[src/rtl/synth_ctl_pkg.sv]
package synth_ctl_pkg;
    localparam int CODE_W   = 3;
    localparam int CODE_DIV = 0;
    localparam int CODE_AUX = 2;
    localparam int CODE_FN  = 3;

    // word bit positions decoded by the core
    localparam int FN_CNT_HOLD = 3;
    localparam int FN_CP_HIZ   = 4;
    localparam int FN_SLEEP    = 5;
    localparam int FN_POLARITY = 6;
    localparam int FN_LD_PREC  = 7;
    localparam int FN_KEEP_PH  = 14;
    localparam int AUX_SLIP    = 24;

    typedef enum logic [0:0] {
        ST_RUN   = 1'b0,
        ST_SLEEP = 1'b1
    } pwr_state_e;
endpackage

[src/rtl/synth_slot_bank.sv]
module synth_slot_bank #(
    parameter int WORD_W    = 32,
    parameter int CODE_W    = 3,
    parameter int NUM_SLOTS = 5
) (
    input  logic                          clk,
    input  logic                          rst_n,
    input  logic                          wr_en,
    input  logic [WORD_W-1:0]             wr_word,
    output logic [NUM_SLOTS-1:0]          wr_hit,
    output logic [NUM_SLOTS*(WORD_W-CODE_W)-1:0] slots
);
    localparam int FIELD_W = WORD_W - CODE_W;

    logic [CODE_W-1:0]  code;
    logic [FIELD_W-1:0] field;

    assign code  = wr_word[CODE_W-1:0];
    assign field = wr_word[WORD_W-1:CODE_W];

    for (genvar g = 0; g < NUM_SLOTS; g++) begin : g_slot
        assign wr_hit[g] = wr_en && (code == CODE_W'(g));

        always_ff @(posedge clk or negedge rst_n) begin
            if (!rst_n) begin
                slots[g*FIELD_W +: FIELD_W] <= '0;
            end else if (wr_hit[g]) begin
                slots[g*FIELD_W +: FIELD_W] <= field;
            end
        end

        p_slot_keep_r2: assert property (@(posedge clk) disable iff (!rst_n)
            !wr_hit[g] |=> $stable(slots[g*FIELD_W +: FIELD_W]));
    end

    p_hit_onehot_r2: assert property (@(posedge clk) disable iff (!rst_n)
        $onehot0(wr_hit));
endmodule

[src/rtl/synth_power_fsm.sv]
module synth_power_fsm
    import synth_ctl_pkg::*;
(
    input  logic clk,
    input  logic rst_n,
    input  logic fn_wr,
    input  logic fn_wr_sleep,
    input  logic fn_cnt_hold,
    input  logic fn_cp_hiz,
    output logic cnt_hold,
    output logic cp_tristate,
    output logic pwr_down,
    output logic ld_clear
);
    pwr_state_e state, state_nx;

    always_comb begin
        state_nx = state;
        unique case (state)
            ST_RUN:   if (fn_wr && fn_wr_sleep)  state_nx = ST_SLEEP; // GO_SLEEP
            ST_SLEEP: if (fn_wr && !fn_wr_sleep) state_nx = ST_RUN;   // WAKE
            default:  state_nx = ST_RUN;
        endcase
    end

    always_ff @(posedge clk or negedge rst_n) begin
        if (!rst_n) state <= ST_RUN;
        else        state <= state_nx;
    end

    always_comb begin
        unique case (state)
            ST_SLEEP: begin
                cnt_hold    = 1'b1;
                cp_tristate = 1'b1;
                pwr_down    = 1'b1;
                ld_clear    = 1'b1;
            end
            default: begin
                cnt_hold    = fn_cnt_hold;
                cp_tristate = fn_cp_hiz;
                pwr_down    = 1'b0;
                ld_clear    = 1'b0;
            end
        endcase
    end

    p_sleep_follows_r5: assert property (@(posedge clk) disable iff (!rst_n)
        fn_wr |=> (pwr_down == $past(fn_wr_sleep)));
    p_sleep_holds_r5: assert property (@(posedge clk) disable iff (!rst_n)
        !fn_wr |=> $stable(pwr_down));
endmodule

[src/rtl/synth_mod_restart.sv]
module synth_mod_restart (
    input  logic clk,
    input  logic rst_n,
    input  logic div_wr,
    input  logic keep_phase,
    output logic mod_restart
);
    always_ff @(posedge clk or negedge rst_n) begin
        if (!rst_n) mod_restart <= 1'b0;
        else        mod_restart <= div_wr && !keep_phase;
    end

    p_pulse_cause_r8: assert property (@(posedge clk) disable iff (!rst_n)
        $rose(mod_restart) |-> $past(div_wr));
    p_pulse_blocked_r8: assert property (@(posedge clk) disable iff (!rst_n)
        (div_wr && keep_phase) |=> !mod_restart);
    p_pulse_ends_r10: assert property (@(posedge clk) disable iff (!rst_n)
        !div_wr |=> !mod_restart);
endmodule

[src/rtl/synth_ctl_decoder.sv]
module synth_ctl_decoder
    import synth_ctl_pkg::*;
#(
    parameter int WORD_W    = 32,
    parameter int NUM_SLOTS = 5,
    localparam int FIELD_W  = WORD_W - CODE_W
) (
    input  logic                          clk,
    input  logic                          rst_n,
    input  logic                          word_valid,
    input  logic [WORD_W-1:0]             word_data,
    output logic                          cnt_hold,
    output logic                          cp_tristate,
    output logic                          pwr_down,
    output logic                          ld_clear,
    output logic                          pd_positive,
    output logic                          ld_precise,
    output logic                          mod_hold,
    output logic                          slip_en,
    output logic                          mod_restart,
    output logic [NUM_SLOTS*FIELD_W-1:0]  regs_o
);
    logic [NUM_SLOTS-1:0] wr_hit;
    logic [FIELD_W-1:0]   fn_field;
    logic [FIELD_W-1:0]   aux_field;

    synth_slot_bank #(
        .WORD_W   (WORD_W),
        .CODE_W   (CODE_W),
        .NUM_SLOTS(NUM_SLOTS)
    ) u_bank (
        .clk    (clk),
        .rst_n  (rst_n),
        .wr_en  (word_valid),
        .wr_word(word_data),
        .wr_hit (wr_hit),
        .slots  (regs_o)
    );

    assign fn_field  = regs_o[CODE_FN*FIELD_W  +: FIELD_W];
    assign aux_field = regs_o[CODE_AUX*FIELD_W +: FIELD_W];

    synth_power_fsm u_pwr (
        .clk        (clk),
        .rst_n      (rst_n),
        .fn_wr      (wr_hit[CODE_FN]),
        .fn_wr_sleep(word_data[FN_SLEEP]),
        .fn_cnt_hold(fn_field[FN_CNT_HOLD-CODE_W]),
        .fn_cp_hiz  (fn_field[FN_CP_HIZ-CODE_W]),
        .cnt_hold   (cnt_hold),
        .cp_tristate(cp_tristate),
        .pwr_down   (pwr_down),
        .ld_clear   (ld_clear)
    );

    assign pd_positive = fn_field[FN_POLARITY-CODE_W];
    assign ld_precise  = fn_field[FN_LD_PREC-CODE_W];
    assign mod_hold    = fn_field[FN_KEEP_PH-CODE_W];
    assign slip_en     = aux_field[AUX_SLIP-CODE_W] && pd_positive;

    synth_mod_restart u_restart (
        .clk        (clk),
        .rst_n      (rst_n),
        .div_wr     (wr_hit[CODE_DIV]),
        .keep_phase (mod_hold),
        .mod_restart(mod_restart)
    );

    p_sleep_bit_r5: assert property (@(posedge clk) disable iff (!rst_n)
        fn_field[FN_SLEEP-CODE_W] |-> (pwr_down && cnt_hold && cp_tristate && ld_clear));
    p_retain_r6: assert property (@(posedge clk) disable iff (!rst_n)
        (pwr_down && !word_valid) |=> $stable(regs_o));
    p_slip_gate_r9: assert property (@(posedge clk) disable iff (!rst_n)
        !pd_positive |-> !slip_en);
    p_idle_r10: assert property (@(posedge clk) disable iff (!rst_n)
        !word_valid |=> $stable({cnt_hold, cp_tristate, pwr_down, pd_positive,
                                 ld_precise, mod_hold, slip_en}));
endmodule

[config.mk]
export PLATFORM = sky130hd
export DESIGN_NAME = synth_ctl_decoder
export DESIGN_NICKNAME = d
export VERILOG_FILES = /design/src/rtl/synth_ctl_pkg.sv /design/src/rtl/synth_slot_bank.sv /design/src/rtl/synth_power_fsm.sv /design/src/rtl/synth_mod_restart.sv /design/src/rtl/synth_ctl_decoder.sv
export SDC_FILE = /design/constraint.sdc
export NUM_CORES = 1
export LEC_CHECK = 0
export BUFFER_PORTS_ARGS = -buffer_cell sky130_fd_sc_hd__buf_2
export CAP_MARGIN = 20
export CORE_MARGIN = 2
export CORE_UTILIZATION = 56
export CTS_BUF_LIST = sky130_fd_sc_hd__clkbuf_8
export CTS_CLUSTER_SIZE = 20
export DETAILED_ROUTE_END_ITERATION = 16
export GPL_TIMING_DRIVEN = 0
export PLACE_DENSITY_LB_ADDON = 0.15
export SYNTH_ARGS = -nofsm -noshare
export SYNTH_HDL_FRONTEND = slang
export SYNTH_SLANG_ARGS = --single-unit
[constraint.sdc]
create_clock -name clk -period 1.9 [get_ports clk]
set_input_delay 0.095 -clock clk [delete_from_list [all_inputs] [get_ports clk]]
set_output_delay 0.095 -clock clk [all_outputs]
set_load 0.02 [all_outputs]
==> results of run 1 <==
worst min path at each step:
stage / startpoint / end / slack, ps / depth (start not counted)
final: rst_n / u_bank.slots[87] / 180 / 2
after global routing: rst_n / u_bank.slots[87] / 210 / 2
after global placement: word_data[22] / u_bank.slots[48] / 370 / 2
after detailed placement: rst_n / u_bank.slots[87] / 80 / 1
after floorplan: rst_n / u_bank.slots[0] / -200 / 0
after CTS: rst_n / u_bank.slots[36] / 190 / 2
placed cells by master, fill, tap and decap left out, types with 3 or more instances in the layout:
cell	count
sky130_fd_sc_hd__buf_2	195
sky130_fd_sc_hd__dfrtp_1	146
sky130_fd_sc_hd__mux2_2	113
sky130_fd_sc_hd__dlygate4sd3_1	30
sky130_fd_sc_hd__mux2_1	22
sky130_fd_sc_hd__clkbuf_8	17
sky130_fd_sc_hd__buf_4	11
sky130_fd_sc_hd__mux2_4	10
sky130_fd_sc_hd__clkinv_2	5
sky130_fd_sc_hd__buf_6	4
sky130_fd_sc_hd__and4bb_1	3
sky130_fd_sc_hd__bufinv_16	3
sky130_fd_sc_hd__inv_1	3
cells by family after synthesis:
family	after synthesis	synth area share, %
DFF	146	65.6
and+or+nand+nor	9	1.55
buffers and inverters	22	2.81
muxes	145	30.0
final cells by class:
type / instances / area, um^2 / area share (%)
plain buffers: 22 / 156 / 2.12
clock buffers: 17 / 234 / 3.17
clock inverters: 14 / 150 / 2.03
multi-input cells: 154 / 1760 / 23.8
flip-flops and latches: 146 / 3650 / 49.4
well taps: 133 / 166 / 2.25
repair buffers: 219 / 1270 / 17.2
registers in the layout, summed over array words and instances, names as in the netlist:
| signal | cells |
|---|---|
| u_bank.slots | 145 |
| u_restart.mod_restart | 1 |
timing repair:
item / 4_1_cts / 5_1_grt
gates resized for setup: 0 / 0
hold buffers: 30 / 0
hold endpoints to repair: 197 / 0
layer usage:
metal	track usage, %	wire [um]
met2	39.1	6050
met5	0	0
met3	8.31	814
met1	29.3	5110
met4	8.98	240
per-stage QoR:
step	instances	setup TNS [ps]	hold WS [ps]	utilization, %	cell area, um^2
after floorplan	322	0	-201	-	5570
after global placement	643	-171220	370	68.6	6670
after detailed placement	644	0	83.2	68.9	6710
after CTS	705	0	194	76.0	7390
after global routing	705	0	208	76.0	7390
final	705	0	179	76.0	7390
power groups by stage:
stage / logic (W) / clock network (W) / registers, W
floorplan: 0.000767 / 0 / 0.00502
global placement: 0.00261 / 0 / 0.00415
detailed placement: 0.00267 / 0 / 0.00419
CTS: 0.00272 / 0.00242 / 0.00413
global route: 0.00285 / 0.00255 / 0.00422
finish: 0.00270 / 0.00236 / 0.00413
critical path, cell delays in order (launching register included):
cell and delay [ps]:
sky130_fd_sc_hd__dfrtp_1 430, sky130_fd_sc_hd__or2_2 300, sky130_fd_sc_hd__buf_2 160
==> impl_summary.md, run 1 <==
Floorplanning
The I/O pin count is 189. The die boundary height is 104 um. The floorplan step defined a core boundary enclosing 9730 um^2.

The die covers 10800 um^2. The initial core utilization is 57.2%. Measured along the x axis, the die boundary spans 104 um. In this run the core area contains 36 standard-cell rows.

Layout
The synthesis-to-finish area growth is 32.8%. The number of antenna diodes in the final layout is 0. The number of fillers in the final layout is 656. Of the cells placed in the final design, the portion with a size suffix greater than 1 is 63.8%. For this run, the post-layout net count is 595.

Setup path
The worst register-to-register path has a depth of 1. The data required time of the worst path is 1800 ps. For flop-to-flop paths, the worst setup slack is 1080 ps. In this run the critical register-to-register path is launched from u_bank.slots[90]. The critical path in this run is classified as reg -> out.

The worst register-to-register path ends at u_bank.slots[90]. The worst setup path is launched from a flip-flop. The worst setup path endpoint is cp_tristate. The maximum net fanout on the critical path is 6. For the worst setup path, the data arrival time is 1310 ps. The critical path starts at u_bank.slots[89]. The endpoint class of the critical path is an output pin.

Power
Combinational logic burns 29.3% of the power. The cell-internal power is 0.00618 W. Across the VDD grid, the largest voltage drop is 0.613 mV. The switching part of the total is 32.8%. The clock network is responsible for 25.7% of the overall power.

Of the total power, registers draw 45.0%. The analysis attributes to cell leakage a power of 3.63 nW. The total power consumption of the routed design is 0.00919 W. Summed over all nets, the switching power comes to 0.00301 W. The total power density per cell area is 1240 nW/um^2.

CTS
CTS built an H-tree with a depth of 4. The cell chosen for the clock root is sky130_fd_sc_hd__clkbuf_8. The post-CTS setup-driven buffer insertion count is 0. The maximum clock path buffer count is 2. The number of clock sinks seen by CTS is 146. The TritonCTS clock tree is done. The clock transition at the register clock pins on the worst setup and hold paths after CTS is 70 ps. Counting the buffers created by CTS gives 17. The clock latency on the worst-skew pair is 420 ps.

Global route
The total global-route track usage is 23.8%. The first global-routing pass estimated 19.9 mm of wire. The total overflow left after global routing is 0. The number of global-route vias before repair was 3818. The largest net degree at the start of global routing is 95. The number of antenna violations at the first check in global routing is 0.

Yosys
After synthesis, flip-flops and latches occupy 65.6% of the total area. The mean area per synthesized cell is 17.3 um^2. Ranked by instance count, the synthesized netlist is headed by sky130_fd_sc_hd__dfrtp_1 (146), sky130_fd_sc_hd__mux2_2 (113), sky130_fd_sc_hd__mux2_1 (22). The cell type with the largest total area after synthesis is sky130_fd_sc_hd__dfrtp_1. The total of flip-flops plus latches after synthesis is 146. The synthesized design devotes to its leading area cell type 65.6% of total area. Sorting the synthesized cells by area gives the leading types as sky130_fd_sc_hd__dfrtp_1 (66%), sky130_fd_sc_hd__mux2_2 (23%), sky130_fd_sc_hd__mux2_1 (4.5%). The cell count after synthesis is 322. Yosys mapped a number of flops with a built-in enable equal to 0. The synthesized netlist occupies a cell area of 5570 um^2. The post-synthesis async set-or-reset flop share is 100%. Yosys printed 0 warnings. In the post-synthesis netlist, the cell with the most instances is sky130_fd_sc_hd__dfrtp_1. The post-synthesis net count is 357.

The most used flip-flop cell after synthesis is sky130_fd_sc_hd__dfrtp_1. The distinct cell type count of the synthesized netlist is 13.

STA
The final setup violation count is 0. The share of the clock period used by the worst path after layout is 74.0%. Headroom to the max-slew limit came out at 66.6%. After layout, the minimum clock period comes to 1410 ps. The number of pins exceeding their max-slew limit in the final report is 0. The transition time of the tightest slew-check pin is 500 ps. The fmax is 0.711 GHz. Setup repair after global routing left no endpoint under its margin. Between clock sinks in the finished design, the worst skew comes to 2.10 ps. The final-report hold violation count is 0. The least setup slack across all paths after layout is 493 ps.

Placement
The weighted congestion at the end of routability-driven global placement is 0.773. The number of port buffers is 188. The sum of net half-perimeters after detailed placement is 8.21 mm. Before CTS, the worst setup slack after placement is 488 ps.

Detailed routing
The detailed router placed 3550 vias in this run. Using the TritonRoute via totals, the vias-per-cell ratio works out to 5.04. After detailed routing, the average wire length per cell comes to 17.3 um.

The aggregate routed wire length is 12.2 mm. The remaining routing DRC violations is 0. The number of detailed-routing iterations run before antenna repair is 3. For this block, the initial DRC count from the detailed router was 85.

The remaining antenna violation count is 0.

Outcome
The flow ran to the end, and the final reports show no timing, DRC or antenna violations.

Flow run
The number of max-capacitance violations reported is 0.

Min path
The kind of path behind the tightest hold check is in -> async.
(Power assumes the default switching activity.)
==> run 2: changes to the inputs <==
- CORE_UTILIZATION: 56 -> 52
- clock period: 1.9 -> 1.4 ns (I/O delays scaled with it)
==> impl_summary.md, run 2 (synthesized netlist as in run 1, its figures left out) <==
Outcome
Run status: finished clean (unchanged).

Floorplanning
The die width is 107 um (was 104 um). The area of the core is 10400 um^2 (was 9730 um^2). The initial core utilization is 53.7% (was 57.2%). The number of standard-cell rows in the floorplan came to 37 (was 36). The total die area is 11500 um^2 (was 10800 um^2).

The die boundary height is 107 um (was 104 um). The I/O pin count is 189 (unchanged).

Placement
The sum of net half-perimeters after detailed placement is 8.44 mm (was 8.21 mm). The area after detailed placement is 6710 um^2 (about the same). The post-placement setup slack came to -37.6 ps (was 488 ps). The weighted congestion at the end of routability-driven global placement is 0.754 (was 0.773).

The number of port buffers came to 188 (unchanged).

CTS
The number of H-tree branching levels is 4 (unchanged). The clock latency on the worst-skew pair is 430 ps (was 420 ps). The maximum clock path buffer count came to 2 (unchanged). The TritonCTS clock tree is done (unchanged). The number of clock sinks seen by CTS is 146 (unchanged). The TritonCTS buffer count is 17 (unchanged). The clock transition at the register clock pins on the worst setup and hold paths after CTS is 70 ps (about the same).

The cell chosen for the clock root is sky130_fd_sc_hd__clkbuf_8 (unchanged).

Layout
The largest register by flop count is u_bank.slots (unchanged). The number of antenna cells inserted is 0 (unchanged). The area taken by flip-flops and latches was 3650 um^2 (unchanged).

The ratio of cells with drive above 1 in the final layout is 64.2% (was 63.8%). The net count reported at finish is 596 (was 595). The final design area excluding fillers is 7480 um^2 (was 7390 um^2). Most used cells in the layout excluding fill and tap cells: sky130_fd_sc_hd__buf_2 (193), sky130_fd_sc_hd__dfrtp_1 (146), sky130_fd_sc_hd__mux2_2 (113), sky130_fd_sc_hd__dlygate4sd3_1 (30), sky130_fd_sc_hd__mux2_1 (22) (was sky130_fd_sc_hd__buf_2 (195), sky130_fd_sc_hd__dfrtp_1 (146), sky130_fd_sc_hd__mux2_2 (113), sky130_fd_sc_hd__dlygate4sd3_1 (30), sky130_fd_sc_hd__mux2_1 (22)). The utilization of the core after routing is 72.1% (was 76.0%). Largest registers: u_bank.slots (145), u_restart.mod_restart (1) (unchanged). The number of fillers in the final layout is 738 (was 656). The synthesis-to-finish area growth came to 34.3% (was 32.8%).

The area of combinational cells with multiple inputs is 1760 um^2 (unchanged). The flip-flop count of the largest register, all copies and words added is 145 (unchanged). The commonest non-fill, non-tap cell in the layout is sky130_fd_sc_hd__buf_2 (unchanged).

Min path
The kind of path behind the tightest hold check was in -> async (unchanged).

Detailed routing
The aggregate routed wire length is 12.4 mm (was 12.2 mm). The number of detailed-routing iterations run before antenna repair is 4 (was 3). The violation count after the first detailed-routing iteration is 110 (was 85). The number of vias per cell is 5.06 (was 5.04). The overall via count from detail_route came to 3590 (was 3550). The remaining antenna violation count is 0 (unchanged). The detailed-route wire length per cell was 17.6 um (was 17.3 um). The remaining routing DRC violations is 0 (unchanged).

Power
The maximum resistive drop on vdd is 0.873 mV (was 0.613 mV). The total power density per cell area is 1720 nW/um^2 (was 1240 nW/um^2). The static leakage is 3.66 nW (was 3.63 nW).

Setup path
The critical path's top delay family is flip-flops (unchanged). The cell count of the worst reg-to-reg path is 1 (unchanged). The worst endpoint data arrival time came to 1270 ps (was 1310 ps).

Cell-by-cell trace of the critical path: or2_2 > buf_6 (was or2_2 > buf_2). The capture point of the worst reg-to-reg path is u_bank.slots[90] (unchanged). The total stage count of the critical path is 2 (unchanged). The startpoint type of the worst setup path is a flip-flop (unchanged).

The maximum net fanout on the critical path is 4 (was 6). The worst setup path startpoint is u_bank.slots[89] (unchanged). The worst setup slack for register-to-register paths is 590 ps (was 1080 ps). The data required time of the worst path is 1330 ps (was 1800 ps). The largest stage delay on the critical path is 400 ps (was 430 ps).

The endpoint class of the critical path is an output pin (unchanged). The critical path's slowest cell is sky130_fd_sc_hd__dfrtp_1 (unchanged). The origin of the critical flop-to-flop path is u_bank.slots[90] (unchanged).

The worst setup path endpoint is cp_tristate (unchanged). The buffering stage count on the worst path with inverters included is 1 (unchanged). The classification of the worst setup path is reg -> out (unchanged).

STA
The final-report hold violation count is 0 (unchanged). Unrepaired setup endpoints after global routing: no (unchanged). The setup total negative slack is 0 ps (unchanged). The transition time of the tightest slew-check pin is 663 ps (was 500 ps). The final clock skew is 4.75 ps (was 2.10 ps). After layout, the worst path uses 95.7% of the clock period.

The fmax is 0.746 GHz. The worst relative slew slack is 55.8% (was 66.6%). The final setup violation count is 0 (unchanged).

The number of pins exceeding their max-slew limit in the final report is 0 (unchanged). The least setup slack across all paths after layout came to 60.3 ps (was 493 ps). The shortest clock period the worst path allows after layout is 1340 ps.

Global route
The met3 track demand over resource in global routing was 7.26% (was 8.31%). The largest net degree at the start of global routing is 76 (was 95). The total congestion overflow after global routing was 0 (unchanged). The met2 track demand over resource in global routing is 37.6% (was 39.1%).

The total global-route track usage is 22.6% (was 23.8%). The number of antenna violations at the first check in global routing is 0 (unchanged). The routing usage on met1 is 27.2% (was 29.3%). The layer with the highest usage is met2 (unchanged). The wire length of the first global-routing pass is 19.5 mm (was 19.9 mm). The number of global-route vias before repair is 3709 (was 3818).

Flow run
The number of max-capacitance violations reported is 0 (unchanged).
## run 2: how the worst min path moves through the flow
stage	to	slack, ps	cells after the start
3_3_place_gp	u_bank.slots[48]	340	2
4_1_cts	u_restart.mod_restart	210	4
3_5_place_dp	u_bank.slots[87]	130	1
6_report	u_bank.slots[87]	200	2
5_1_grt	u_restart.mod_restart	240	4
2_1_floorplan	u_bank.slots[0]	-230	0
## run 2: stage by stage
stage          power (W)  std cells  hold WS (ps)
5_1_grt           0.0135        709           235
3_3_place_gp     0.00918        646           344
2_1_floorplan    0.00785        322          -226
6_report          0.0129        709           203
4_1_cts           0.0130        709           206
3_5_place_dp     0.00931        647           126
## run 2: timing repair
item | CTS | global route
setup endpoints to repair | 2 | 2
resized for setup | 0 | 4
hold endpoints to repair | 216 | 0
buffers inserted | 1 | 0
hold buffers | 30 | 0
## run 2: report_power, final
group          switching (W)  total [W]  leakage [nW]  internal, W
logic                0.00214    0.00370          1.68      0.00155
clock network        0.00149    0.00360         0.221      0.00211
registers           0.000458    0.00560          1.75      0.00514
## run 2: metal layers
metal / up-vias / share of wire (%)
met4: 0 / 1.8
met2: 125 / 49
met5: - / 0
li1: 1615 / -
met1: 1832 / 41
met3: 18 / 7.9
## run 2: layout make-up
class                   count  share of cell area [%]
plain buffers              22                    2.09
clock buffers              21                    3.87
clock inverters            10                    2.09
multi-input cells         154                    23.5
flip-flops and latches    146                    48.9
well taps                 136                    2.28
repair buffers            220                    17.3
==> run 3: changes to the inputs <==
- BUFFER_PORTS_ARGS: -buffer_cell sky130_fd_sc_hd__buf_2 -> unset
- CORE_UTILIZATION: 52 -> 60
- DONT_BUFFER_PORTS: unset -> 1
==> impl_summary.md, run 3 (synthesized netlist as in run 1, its figures left out) <==
Outcome
Run status: complete, but fails checks (was finished clean). The checks that failed: negative hold slack.

Global route
The largest net degree at the start of global routing is 147 (was 76). The number of global-route vias before repair came to 3089 (was 3709). The wire length of the first global-routing pass came to 16.7 mm (was 19.5 mm).

The total global-route track usage was 22.2% (was 22.6%). The total congestion overflow after global routing is 0 (unchanged). The number of antenna violations at the first check in global routing was 0 (unchanged).

Detailed routing
The remaining antenna violation count came to 0 (unchanged). The violation count after the first detailed-routing iteration was 52 (was 110). The detailed-route wire length per cell is 21.8 um (was 17.6 um).

The aggregate routed wire length came to 10.8 mm (was 12.4 mm). The number of vias per cell is 5.75 (was 5.06). The overall via count from detail_route is 2841 (was 3590). The remaining routing DRC violations came to 0 (unchanged). The number of detailed-routing iterations run before antenna repair is 4 (unchanged).

Min path
The kind of path behind the tightest hold check is in -> async (unchanged).

Setup path
The maximum net fanout on the critical path came to 6 (was 4). The endpoint class of the critical path is an output pin (unchanged). The worst setup path startpoint is u_bank.slots[89] (unchanged).

The largest stage delay on the critical path is 480 ps (was 400 ps). The classification of the worst setup path was reg -> out (unchanged). The worst setup slack for register-to-register paths is 490 ps (was 590 ps).

The critical path's top delay family is flip-flops (unchanged). The startpoint type of the worst setup path is a flip-flop (unchanged). Cell-by-cell trace of the critical path: or2_2 (was or2_2 > buf_6). The origin of the critical flop-to-flop path is u_bank.slots[90] (unchanged).

The worst endpoint data arrival time is 1280 ps (was 1270 ps). The critical path's slowest cell is sky130_fd_sc_hd__dfrtp_2 (was sky130_fd_sc_hd__dfrtp_1). The buffering stage count on the worst path with inverters included is 0 (was 1). The data required time of the worst path was 1330 ps (about the same).

STA
The final-layout worst hold slack is -671 ps (was 203 ps). The least setup slack across all paths after layout was 47.0 ps (was 60.3 ps). The final-report hold violation count came to 146 (was 0). The share of the clock period used by the worst path after layout is 96.6% (was 95.7%). The worst relative slew slack is 79.1% (was 55.8%). The fmax is 0.739 GHz (was 0.746 GHz).

The transition time of the tightest slew-check pin is 314 ps (was 663 ps). The final setup violation count came to 0 (unchanged). The final clock skew came to 4.40 ps (was 4.75 ps). The number of pins exceeding their max-slew limit in the final report is 0 (unchanged). Unrepaired setup endpoints after global routing: yes (was no). The shortest clock period the worst path allows after layout is 1350 ps (was 1340 ps).

CTS
The maximum clock path buffer count came to 2 (unchanged). The number of clock sinks seen by CTS is 146 (unchanged). The post-CTS setup-driven buffer insertion count is 0 (was 1). The clock transition at the register clock pins on the worst setup and hold paths after CTS was 80 ps (was 70 ps).

The cell chosen for the clock root is sky130_fd_sc_hd__clkbuf_8 (unchanged). The clock latency on the worst-skew pair is 420 ps (was 430 ps). The number of H-tree branching levels came to 4 (unchanged). The TritonCTS clock tree is done (unchanged). The TritonCTS buffer count is 17 (unchanged). The number of hold-repair buffers added at the cts stage is 29 (was 30).

Layout
The number of non-filler instances in the completed layout is 494 (was 709). The flip-flop count of the largest register, all copies and words added came to 145 (unchanged). The ratio of cells with drive above 1 in the final layout is 47.0% (was 64.2%).

The net count reported at finish is 405 (was 596). The area taken by flip-flops and latches is 3650 um^2 (about the same). Largest registers: u_bank.slots (145), u_restart.mod_restart (1) (unchanged). The largest register by flop count is u_bank.slots (unchanged).

The commonest non-fill, non-tap cell in the layout is sky130_fd_sc_hd__dfrtp_1 (was sky130_fd_sc_hd__buf_2). The area of combinational cells with multiple inputs is 1760 um^2 (unchanged). The synthesis-to-finish area growth is 14.7% (was 34.3%). The number of antenna cells inserted was 0 (unchanged).

The number of fillers in the final layout is 621 (was 738). Most used cells in the layout excluding fill and tap cells: sky130_fd_sc_hd__dfrtp_1 (145), sky130_fd_sc_hd__mux2_2 (113), sky130_fd_sc_hd__dlygate4sd3_1 (29), sky130_fd_sc_hd__mux2_1 (22), sky130_fd_sc_hd__clkbuf_8 (17) (was sky130_fd_sc_hd__buf_2 (193), sky130_fd_sc_hd__dfrtp_1 (146), sky130_fd_sc_hd__mux2_2 (113), sky130_fd_sc_hd__dlygate4sd3_1 (30), sky130_fd_sc_hd__mux2_1 (22)).

Floorplanning
The total die area was 10100 um^2 (was 11500 um^2). The number of standard-cell rows in the floorplan is 35 (was 37). The area of the core is 9110 um^2 (was 10400 um^2). The die width is 100 um (was 107 um). The die boundary height is 100 um (was 107 um). The initial core utilization was 61.1% (was 53.7%). The I/O pin count came to 189 (unchanged).

Power
The total power consumption of the routed design was 0.0114 W (was 0.0129 W). The maximum resistive drop on vdd came to 1.02 mV (was 0.873 mV). The total power density per cell area is 1790 nW/um^2 (was 1720 nW/um^2). The static leakage was 2.82 nW (was 3.66 nW).

Placement
The weighted congestion at the end of routability-driven global placement is 0.740 (was 0.754). The post-placement setup slack came to 124 ps (was -37.6 ps). The number of cells in the design after placement came to 433 (was 647). The sum of net half-perimeters after detailed placement is 6.97 mm (was 8.44 mm). The number of port buffers is 0 (was 188).

Flow run
The number of max-capacitance violations reported was 0 (unchanged).
## run 3: final timing paths
| kind | endpoint | cells after the start |
|---|---|---|
| max in group asynchronous | u_bank.slots[98] | 0 |
| min in group clk | u_restart.mod_restart | 3 |
| max | cp_tristate | 1 |
| min reg2reg | u_bank.slots[87] | 1 |
| min | u_bank.slots[87] | 0 |
| max reg2reg | u_bank.slots[90] | 1 |
## run 3: layout make-up
type                    instances  area share [%]
multi-input cells             154            27.5
flip-flops and latches        146            57.2
repair buffers                 29            4.54
clock inverters                15            2.45
plain buffers                  22            2.45
well taps                     111            2.17
clock buffers                  17            3.66
## run 3: where the power goes
group          internal, W  leakage, nW  switching, W  total (W)
Clock              0.00160        0.191       0.00161    0.00321
Sequential         0.00513         1.75       0.00185    0.00699
Combinational     0.000819        0.879      0.000417    0.00124
## run 3: repair_timing
| item | 4_1_cts | 5_1_grt |
|---|---|---|
| endpoints found under the setup margin | 2 | 2 |
| hold endpoints to repair | 291 | 146 |
| resized for setup | 1 | 0 |
## run 3: through the flow
step | instance area (um^2) | setup TNS (ps) | utilization, % | hold slack, ps
2_1_floorplan | 5570 | 0 | - | -226
3_3_place_gp | 5710 | 0 | 62.6 | -222
3_5_place_dp | 5710 | 0 | 62.6 | -222
4_1_cts | 6390 | 0 | 70.1 | -703
5_1_grt | 6390 | -10.3 | 70.1 | -709
6_report | 6390 | 0 | 70.1 | -671
## run 3: metal layers
layer  vias to the layer above  GRT usage, %  wire [um]
li1                       1223             -          -
met2                       128          35.1       5200
met4                         0          8.32        187
met5                         -             0          0
met3                        18          10.9       1150
met1                      1472          26.5       4230
